### src/rtl/pwmr_pkg.sv
// Package: shared types and helpers for the period resolver.
// Assumes a compare word of one polarity bit above the magnitude field.
package pwmr_pkg;

    typedef enum logic [1:0] {
        RS_IDLE,
        RS_EVAL,
        RS_CMD,
        RS_WAIT
    } rs_state_e;

    // Build a compare word: the polarity bit is the complement of the invert flag.
    function automatic logic [15:0] pack_word(input logic inv, input logic [14:0] mag);
        return {~inv, mag};
    endfunction

endpackage

### src/rtl/pwmr_presc_search.sv
// Module: pwmr_presc_search
// Finds the smallest prescaler exponent for which the shifted period fits
// the counter-top field. Purely combinational; the caller registers results.
module pwmr_presc_search #(
    parameter int PERIOD_W = 32,
    parameter int TOP_W    = 15,
    parameter int PRESC_W  = 3
) (
    input  logic [PERIOD_W-1:0] period,
    output logic                found,
    output logic [PRESC_W-1:0]  presc,
    output logic [TOP_W-1:0]    top
);
    localparam int NUM_P = 1 << PRESC_W;
    localparam logic [PERIOD_W-1:0] MAX_TOP = PERIOD_W'((64'd1 << TOP_W) - 64'd1);

    logic [NUM_P-1:0] fits;

    // One fit test per candidate exponent.
    genvar gp;
    generate
        for (gp = 0; gp < NUM_P; gp++) begin : g_cand
            assign fits[gp] = (period >> gp) <= MAX_TOP;
        end
    endgenerate

    // Priority pick of the lowest exponent that fits.
    always_comb begin
        found = 1'b0;
        presc = '0;
        for (int i = NUM_P - 1; i >= 0; i--) begin
            if (fits[i]) begin
                found = 1'b1;
                presc = PRESC_W'(i);
            end
        end
    end

    // Counter top for the chosen exponent.
    always_comb top = TOP_W'(period >> presc);

endmodule

### src/rtl/pwmr_need_mask.sv
// Module: pwmr_need_mask
// Holds one bit per channel that is set while the channel needs active
// generation. Also reports whether any channel other than the given one is set.
module pwmr_need_mask #(
    parameter int NUM_CH = 4,
    localparam int CH_W  = $clog2(NUM_CH)
) (
    input  logic              clk,
    input  logic              rst_n,
    input  logic              upd,
    input  logic [CH_W-1:0]   chan,
    input  logic              set_val,
    output logic [NUM_CH-1:0] mask,
    output logic              others_busy
);
    logic [NUM_CH-1:0] sel;

    // Decode the addressed channel.
    always_comb sel = NUM_CH'(1) << chan;

    // Update the addressed bit on request.
    always_ff @(posedge clk) begin
        if (!rst_n)   mask <= '0;
        else if (upd) mask <= set_val ? (mask | sel) : (mask & ~sel);
    end

    // Any needed channel besides the addressed one.
    always_comb others_busy = |(mask & ~sel);

endmodule

### src/rtl/pwm_period_resolver.sv
// Module: pwm_period_resolver
// Turns per-channel period/pulse requests into configuration, compare and
// start/stop commands for a PWM core with one shared period.
// Assumes one request at a time, taken while busy is low; core_stopped is a
// single-cycle event from the core.
module pwm_period_resolver #(
    parameter int NUM_CH   = 4,
    parameter int PERIOD_W = 32,
    parameter int TOP_W    = 15,
    parameter int PRESC_W  = 3,
    localparam int CH_W    = $clog2(NUM_CH),
    localparam int CH_IN_W = CH_W + 1
) (
    input  logic                clk,
    input  logic                rst_n,
    input  logic                center_mode,
    input  logic                req_valid,
    input  logic [CH_IN_W-1:0]  req_chan,
    input  logic [PERIOD_W-1:0] req_period,
    input  logic [PERIOD_W-1:0] req_pulse,
    input  logic                req_invert,
    input  logic                core_stopped,
    output logic                busy,
    output logic                done,
    output logic                accepted,
    output logic                cfg_write,
    output logic [PRESC_W-1:0]  cfg_prescaler,
    output logic [TOP_W-1:0]    cfg_top,
    output logic                cmp_write,
    output logic [CH_W-1:0]     cmp_chan,
    output logic [TOP_W:0]      cmp_word,
    output logic                lvl_write,
    output logic                lvl_value,
    output logic                core_start,
    output logic                core_stop
);
    import pwmr_pkg::*;

    localparam logic [TOP_W-1:0] FULL_MAG = '1;

    rs_state_e             state;
    logic [CH_IN_W-1:0]    r_chan;
    logic [PERIOD_W-1:0]   r_period, r_pulse, cur_period;
    logic                  r_inv, stop_pend;
    logic [PRESC_W-1:0]    cur_presc;

    logic                  chan_ok, is_zero, is_full, is_const, same_per;
    logic                  s_found, others_busy, mask_upd;
    logic [PRESC_W-1:0]    s_presc;
    logic [TOP_W-1:0]      s_top;
    logic [NUM_CH-1:0]     need_mask;

    // Classify the captured request.
    always_comb begin
        chan_ok  = r_chan < CH_IN_W'(NUM_CH);
        is_zero  = r_pulse == '0;
        is_full  = !is_zero && (r_pulse >= r_period);
        is_const = is_zero || is_full;
        same_per = r_period == cur_period;
    end

    pwmr_presc_search #(
        .PERIOD_W(PERIOD_W), .TOP_W(TOP_W), .PRESC_W(PRESC_W)
    ) u_search (
        .period(r_period), .found(s_found), .presc(s_presc), .top(s_top)
    );

    // The mask changes only on an accepted evaluation.
    always_comb mask_upd = (state == RS_EVAL) && chan_ok &&
                           (is_const || same_per || (!others_busy && s_found));

    pwmr_need_mask #(.NUM_CH(NUM_CH)) u_mask (
        .clk(clk), .rst_n(rst_n), .upd(mask_upd),
        .chan(r_chan[CH_W-1:0]), .set_val(!is_const),
        .mask(need_mask), .others_busy(others_busy)
    );

    // Busy whenever a request is in flight.
    always_comb busy = state != RS_IDLE;

    // Request sequencer: capture, evaluate, command, optional wait for stop.
    always_ff @(posedge clk) begin
        if (!rst_n) begin
            state         <= RS_IDLE;
            r_chan        <= '0;
            r_period      <= '0;
            r_pulse       <= '0;
            r_inv         <= 1'b0;
            cur_period    <= '0;
            cur_presc     <= '0;
            stop_pend     <= 1'b0;
            done          <= 1'b0;
            accepted      <= 1'b0;
            cfg_write     <= 1'b0;
            cfg_prescaler <= '0;
            cfg_top       <= '0;
            cmp_write     <= 1'b0;
            cmp_chan      <= '0;
            cmp_word      <= '0;
            lvl_write     <= 1'b0;
            lvl_value     <= 1'b0;
            core_start    <= 1'b0;
            core_stop     <= 1'b0;
        end else begin
            done       <= 1'b0;
            cfg_write  <= 1'b0;
            cmp_write  <= 1'b0;
            lvl_write  <= 1'b0;
            core_start <= 1'b0;
            core_stop  <= 1'b0;
            if (core_stopped) stop_pend <= 1'b0;
            case (state)
                RS_IDLE: begin
                    if (req_valid) begin
                        r_chan   <= req_chan;
                        r_period <= center_mode ? (req_period >> 1) : req_period;
                        r_pulse  <= center_mode ? (req_pulse >> 1) : req_pulse;
                        r_inv    <= req_invert;
                        state    <= RS_EVAL;
                    end
                end
                RS_EVAL: begin
                    cmp_chan <= r_chan[CH_W-1:0];
                    if (!chan_ok) begin
                        done     <= 1'b1;
                        accepted <= 1'b0;
                        state    <= RS_IDLE;
                    end else if (is_const) begin
                        cmp_write <= 1'b1;
                        cmp_word  <= pack_word(r_inv, is_full ? FULL_MAG : '0);
                        lvl_write <= 1'b1;
                        lvl_value <= is_full ^ r_inv;
                        state     <= RS_CMD;
                    end else if (same_per) begin
                        cmp_write <= 1'b1;
                        cmp_word  <= pack_word(r_inv, TOP_W'(r_pulse >> cur_presc));
                        state     <= RS_CMD;
                    end else if (others_busy || !s_found) begin
                        done     <= 1'b1;
                        accepted <= 1'b0;
                        state    <= RS_IDLE;
                    end else begin
                        cfg_write     <= 1'b1;
                        cfg_prescaler <= s_presc;
                        cfg_top       <= s_top;
                        cur_period    <= r_period;
                        cur_presc     <= s_presc;
                        cmp_write     <= 1'b1;
                        cmp_word      <= pack_word(r_inv, TOP_W'(r_pulse >> s_presc));
                        state         <= RS_CMD;
                    end
                end
                RS_CMD: begin
                    if (need_mask == '0) begin
                        core_stop <= 1'b1;
                        stop_pend <= 1'b1;
                        done      <= 1'b1;
                        accepted  <= 1'b1;
                        state     <= RS_IDLE;
                    end else if (stop_pend && !core_stopped) begin
                        state <= RS_WAIT;
                    end else begin
                        core_start <= 1'b1;
                        done       <= 1'b1;
                        accepted   <= 1'b1;
                        state      <= RS_IDLE;
                    end
                end
                RS_WAIT: begin
                    if (core_stopped) begin
                        core_start <= 1'b1;
                        done       <= 1'b1;
                        accepted   <= 1'b1;
                        state      <= RS_IDLE;
                    end
                end
                default: state <= RS_IDLE;
            endcase
        end
    end

endmodule

### config.mk
export PLATFORM = sky130hd
export DESIGN_NAME = pwm_period_resolver
export DESIGN_NICKNAME = d
export VERILOG_FILES = /design/src/rtl/pwmr_pkg.sv /design/src/rtl/pwmr_presc_search.sv /design/src/rtl/pwmr_need_mask.sv /design/src/rtl/pwm_period_resolver.sv
export SDC_FILE = /design/constraint.sdc
export NUM_CORES = 1
export LEC_CHECK = 0
export BUFFER_PORTS_ARGS = -buffer_cell sky130_fd_sc_hd__clkbuf_2
export CAP_MARGIN = 25
export CORE_MARGIN = 4
export CORE_UTILIZATION = 50
export DETAILED_ROUTE_END_ITERATION = 7
export GPL_TIMING_DRIVEN = 0
export PLACE_DENSITY_LB_ADDON = 0.05
export SLEW_MARGIN = 40
export SYNTH_ARGS = -nofsm -noshare
export SYNTH_HDL_FRONTEND = slang
export SYNTH_HIERARCHICAL = 1
export SYNTH_SLANG_ARGS = --single-unit
### constraint.sdc
create_clock -name clk -period 6.15 [get_ports clk]
set_clock_uncertainty 0.15 [all_clocks]
set_input_delay 0.615 -clock clk [delete_from_list [all_inputs] [get_ports clk]]
set_output_delay 0.615 -clock clk [all_outputs]
set_load 0.05 [all_outputs]
==> summary.md <==
| Metric | Value |
|---|---|
| Achievable Freq | `~230 MHz` |
| Die width | `144 um` |
| Mapped cell area | `9240 sq um` |
| PD cells | `~270 nW/um^2` |
| TNS Setup | `0 ns` |
| Vias in the first global route | `7690` |
| CTS tree | `yes` |
| Synthesized flop and latch total | `around 150` |
| Die Y | `about 140 um` |
| Post-Route WL | `27100 um` |
| GPL Wtd Cong | `~0.9` |
| Fin crit share | `between 60% and 70%` |
| Die ar. | `20700 sq um` |
| Minimum clock period | `4.27 ns` |
| CP Capture Type | `flop` |
| DR iter-0 viols | `708` |
| Worst Max-Slew Pin Slew | `between 0.8 and 0.9 ns` |
| Routed Antenna Nets | `0` |
| Worst Path Required | `6.37 ns` |
| Seq pwr share | `40.5%` |
| Routed WL per cell | `18.7 um` |
| Largest net degree at the start of global routing | `17` |
| Synth Net Count | `1173` |
| Final Setup Violations | `0` |
| Mean Syn Cell Area | `roughly 8.7 sq um` |
| Max FO, Critical Path | `10` |
| First-pass GRT wire length | `42100 um` |
| IO Port Bufs | `approximately 120` |
| Run status | `finished clean` |
| Vias | `8552` |
| Leakage power | `around 4.4 nW` |
| Dpl hpwl | `just over 20000 um` |
| Boundary Pins | `approximately 120` |
| EDFF count, synth | `0` |
| Hold WS | `0.256 ns` |
| Pre-CTS worst setup slack | `2.00 ns` |
| GRT Total Usage | `25.9%` |
| P_int | `around 1.8 mW` |
| Slew margin rel. | `between 40 and 50%` |
| Ys flop type | `dfxtp_1` |
| Final #Nets | `1308` |
| PnR worst setup slack | `1.88 ns` |
| P_sw | `0.995 mW` |
| Most frequent cells in the layout | `dfxtp_1, mux2i_1, nor2_1` |
| Post-cts sizing count | `0` |
| Net Sw Frac | `35.2%` |
| Initial antenna violation count | `0` |
| CP Launch Type | `flop` |
| Unique masters post-synth | `75` |
| Clock-pin slew on the worst setup and hold paths | `approximately 0.070 ns` |
| Total gr overflow | `0` |
| CTS Buffer Depth | `2` |
| Number of clock buffers inserted by TritonCTS | `17` |
| R2R depth | `13` |
| Row Count | `between 40 and 50` |
| Number of max-cap violations | `0` |
| CTS H-tree lvls | `4` |
| Fin. Hold Viols | `0` |
| Root buf cell | `clkbuf_16` |
| Drt via density | `5.92` |
| Cts hold-fix bufs | `0` |
| Gate Count Post-Synth | `1068` |
| Min-delay worst type | `input pin to flop` |
| Starting Density | `roughly 51%` |
| Worst-Skew Late Latency | `0.43 ns` |
| Fin. max-slew vios | `0` |
| CP arrival | `4.49 ns` |
| Peak supply drop | `167 uV` |
| Antenna Cells | `0` |
| Area of the core | `18100 sq um` |
| Remaining DRCs | `0` |
| Area growth syn-to-layout | `15.4%` |
| Clock power share | `34.7%` |
| Commonest non-fill, non-tap cell in the layout | `dfxtp_1` |
| Clock net sink count | `151` |
| Unrepaired setup endpoints after global routing | `no` |
| Gate power share | `24.7%` |
| Yosys synthesis warning count | `6` |
| Post-synthesis sequential area ratio | `between 30 and 40%` |
| Pre-antenna DRT Iters | `6` |
| Hold path depth | `3` |
| Postcts setup bufs | `0` |
| FFs w/ async S/R, synth | `0%` |
| Crit Path Class | `flop to flop` |
| Share of cells above drive strength 1 | `16.7%` |
-- critical path, cell delays in order (launching register included) --
cell       delay (ns)
dfxtp_1          0.37
nor4_1           0.43
nand3_2          0.31
inv_1            0.25
nand2_1          0.16
buf_2            0.22
inv_1            0.18
clkbuf_1         0.41
o21ai_1          0.28
and2_1           0.23
buf_2            0.16
buf_2            0.20
a2111oi_0        0.66
or3_1            0.20
-- area by class of cell --
class / count / area [sq um]
Clock buffer: 17 / 425
Clock inverter: 15 / 118
Sequential cell: 151 / 3020
Multi-Input combinational cell: 799 / 5720
Fill cell: 1741 / 7430
Inverter: 50 / 188
Buffer: 68 / 324
Timing Repair Buffer: 116 / 581
Tap cell: 229 / 287
-- power groups by stage --
stage,Sequential (mW),Clock [mW],Combinational [mW]
2_1_floorplan,1.17,0,0.464
3_3_place_gp,1.17,0,0.680
3_5_place_dp,1.17,0,0.688
4_1_cts,1.14,0.988,0.692
5_1_grt,1.15,1.04,0.768
6_report,1.15,0.982,0.699
-- registers in the layout, indices dropped and copies added (netlist names), named ones only --
signal      flops
cur_period     32
r_period       32
r_pulse        32
cmp_word       16
cfg_top        15
cur_presc       3
r_chan          3
cmp_chan        2
state           2
accepted        1
cfg_write       1
cmp_write       1
core_start      1
core_stop       1
done            1
lvl_value       1
lvl_write       1
r_inv           1
stop_pend       1
-- cells by family after synthesis --
| group | count (synthesis) | synth area share (%) |
|---|---|---|
| simple gates | 336 | 18.0 |
| compound gates | 238 | 18.4 |
| mux | 161 | 18.0 |
| flops | 151 | 32.7 |
| buf+inv | 118 | 5.54 |
| xor+xnor | 32 | 3.03 |
| fa+ha+maj | 32 | 4.33 |
-- per-stage QoR --
stage / cell area [sq um] / power, mW / std cells / util (%)
3_3_place_gp: 10100 / 1.85 / 1413 / 55.9
3_5_place_dp: 10100 / 1.85 / 1413 / 55.9
4_1_cts: 10700 / 2.83 / 1445 / 58.9
6_report: 10700 / 2.83 / 1445 / 58.9
5_1_grt: 10700 / 2.96 / 1445 / 58.9
2_1_floorplan: 9240 / 1.64 / 1068 / -
-- final timing paths --
kind | slack, ns | from | to
worst max register to register | 1.88 | r_period[31]$_SDFFE_PN0P_ | cmp_word[10]$_SDFFE_PN0P_
worst min-delay path | 0.26 | req_chan[1] | r_chan[1]$_SDFFE_PN0P_
worst max-delay path | 1.88 | r_period[31]$_SDFFE_PN0P_ | cmp_word[10]$_SDFFE_PN0P_
worst min register to register | 0.32 | cmp_word[15]$_SDFFE_PN0P_ | cmp_word[15]$_SDFFE_PN0P_
-- cell usage after synthesis, drive strengths merged (2+ instances only) --
library cell	number	area [sq um]
or3	5	31.3
a211oi	78	586
nand4	11	68.8
nand3	27	158
a311o	2	20.0
nand3b	5	37.5
inv	50	188
o22ai	6	37.5
a31o	4	35.0
a22oi	4	30.0
a22o	5	43.8
o211a	4	40.0
clkbuf	39	146
a221oi	3	26.3
a21oi	38	198
a31oi	9	56.3
o21a	5	37.5
nor3	10	77.6
ha	32	400
nor2b	9	56.3
nor2	146	553
o211ai	5	37.5
nor4	21	144
or4	5	41.3
a211o	7	61.3
a2111oi	12	106
a311oi	5	61.3
nand2b	15	93.8
mux4	3	71.3
and2	6	37.5
a21o	2	15.0
and4	2	17.5
and3	13	81.3
mux2	9	101
o2111ai	5	43.8
buf	29	178
a21boi	2	18.8
xor2	32	280
nand2	57	231
mux2i	149	1490
o21ai	36	188
dfxtp	151	3020
-- routing by layer --
layer  vias to the layer above  global-route usage (%)  routed length (um)
li1                       4200                       -                   -
met1                      4000                    37.3               12800
met2                       307                    40.2               12100
met3                        45                    3.69                1650
met4                         0                    8.03                 561
met5                         -                       0                   0
Note: power is estimated with default switching activity, not from simulation.
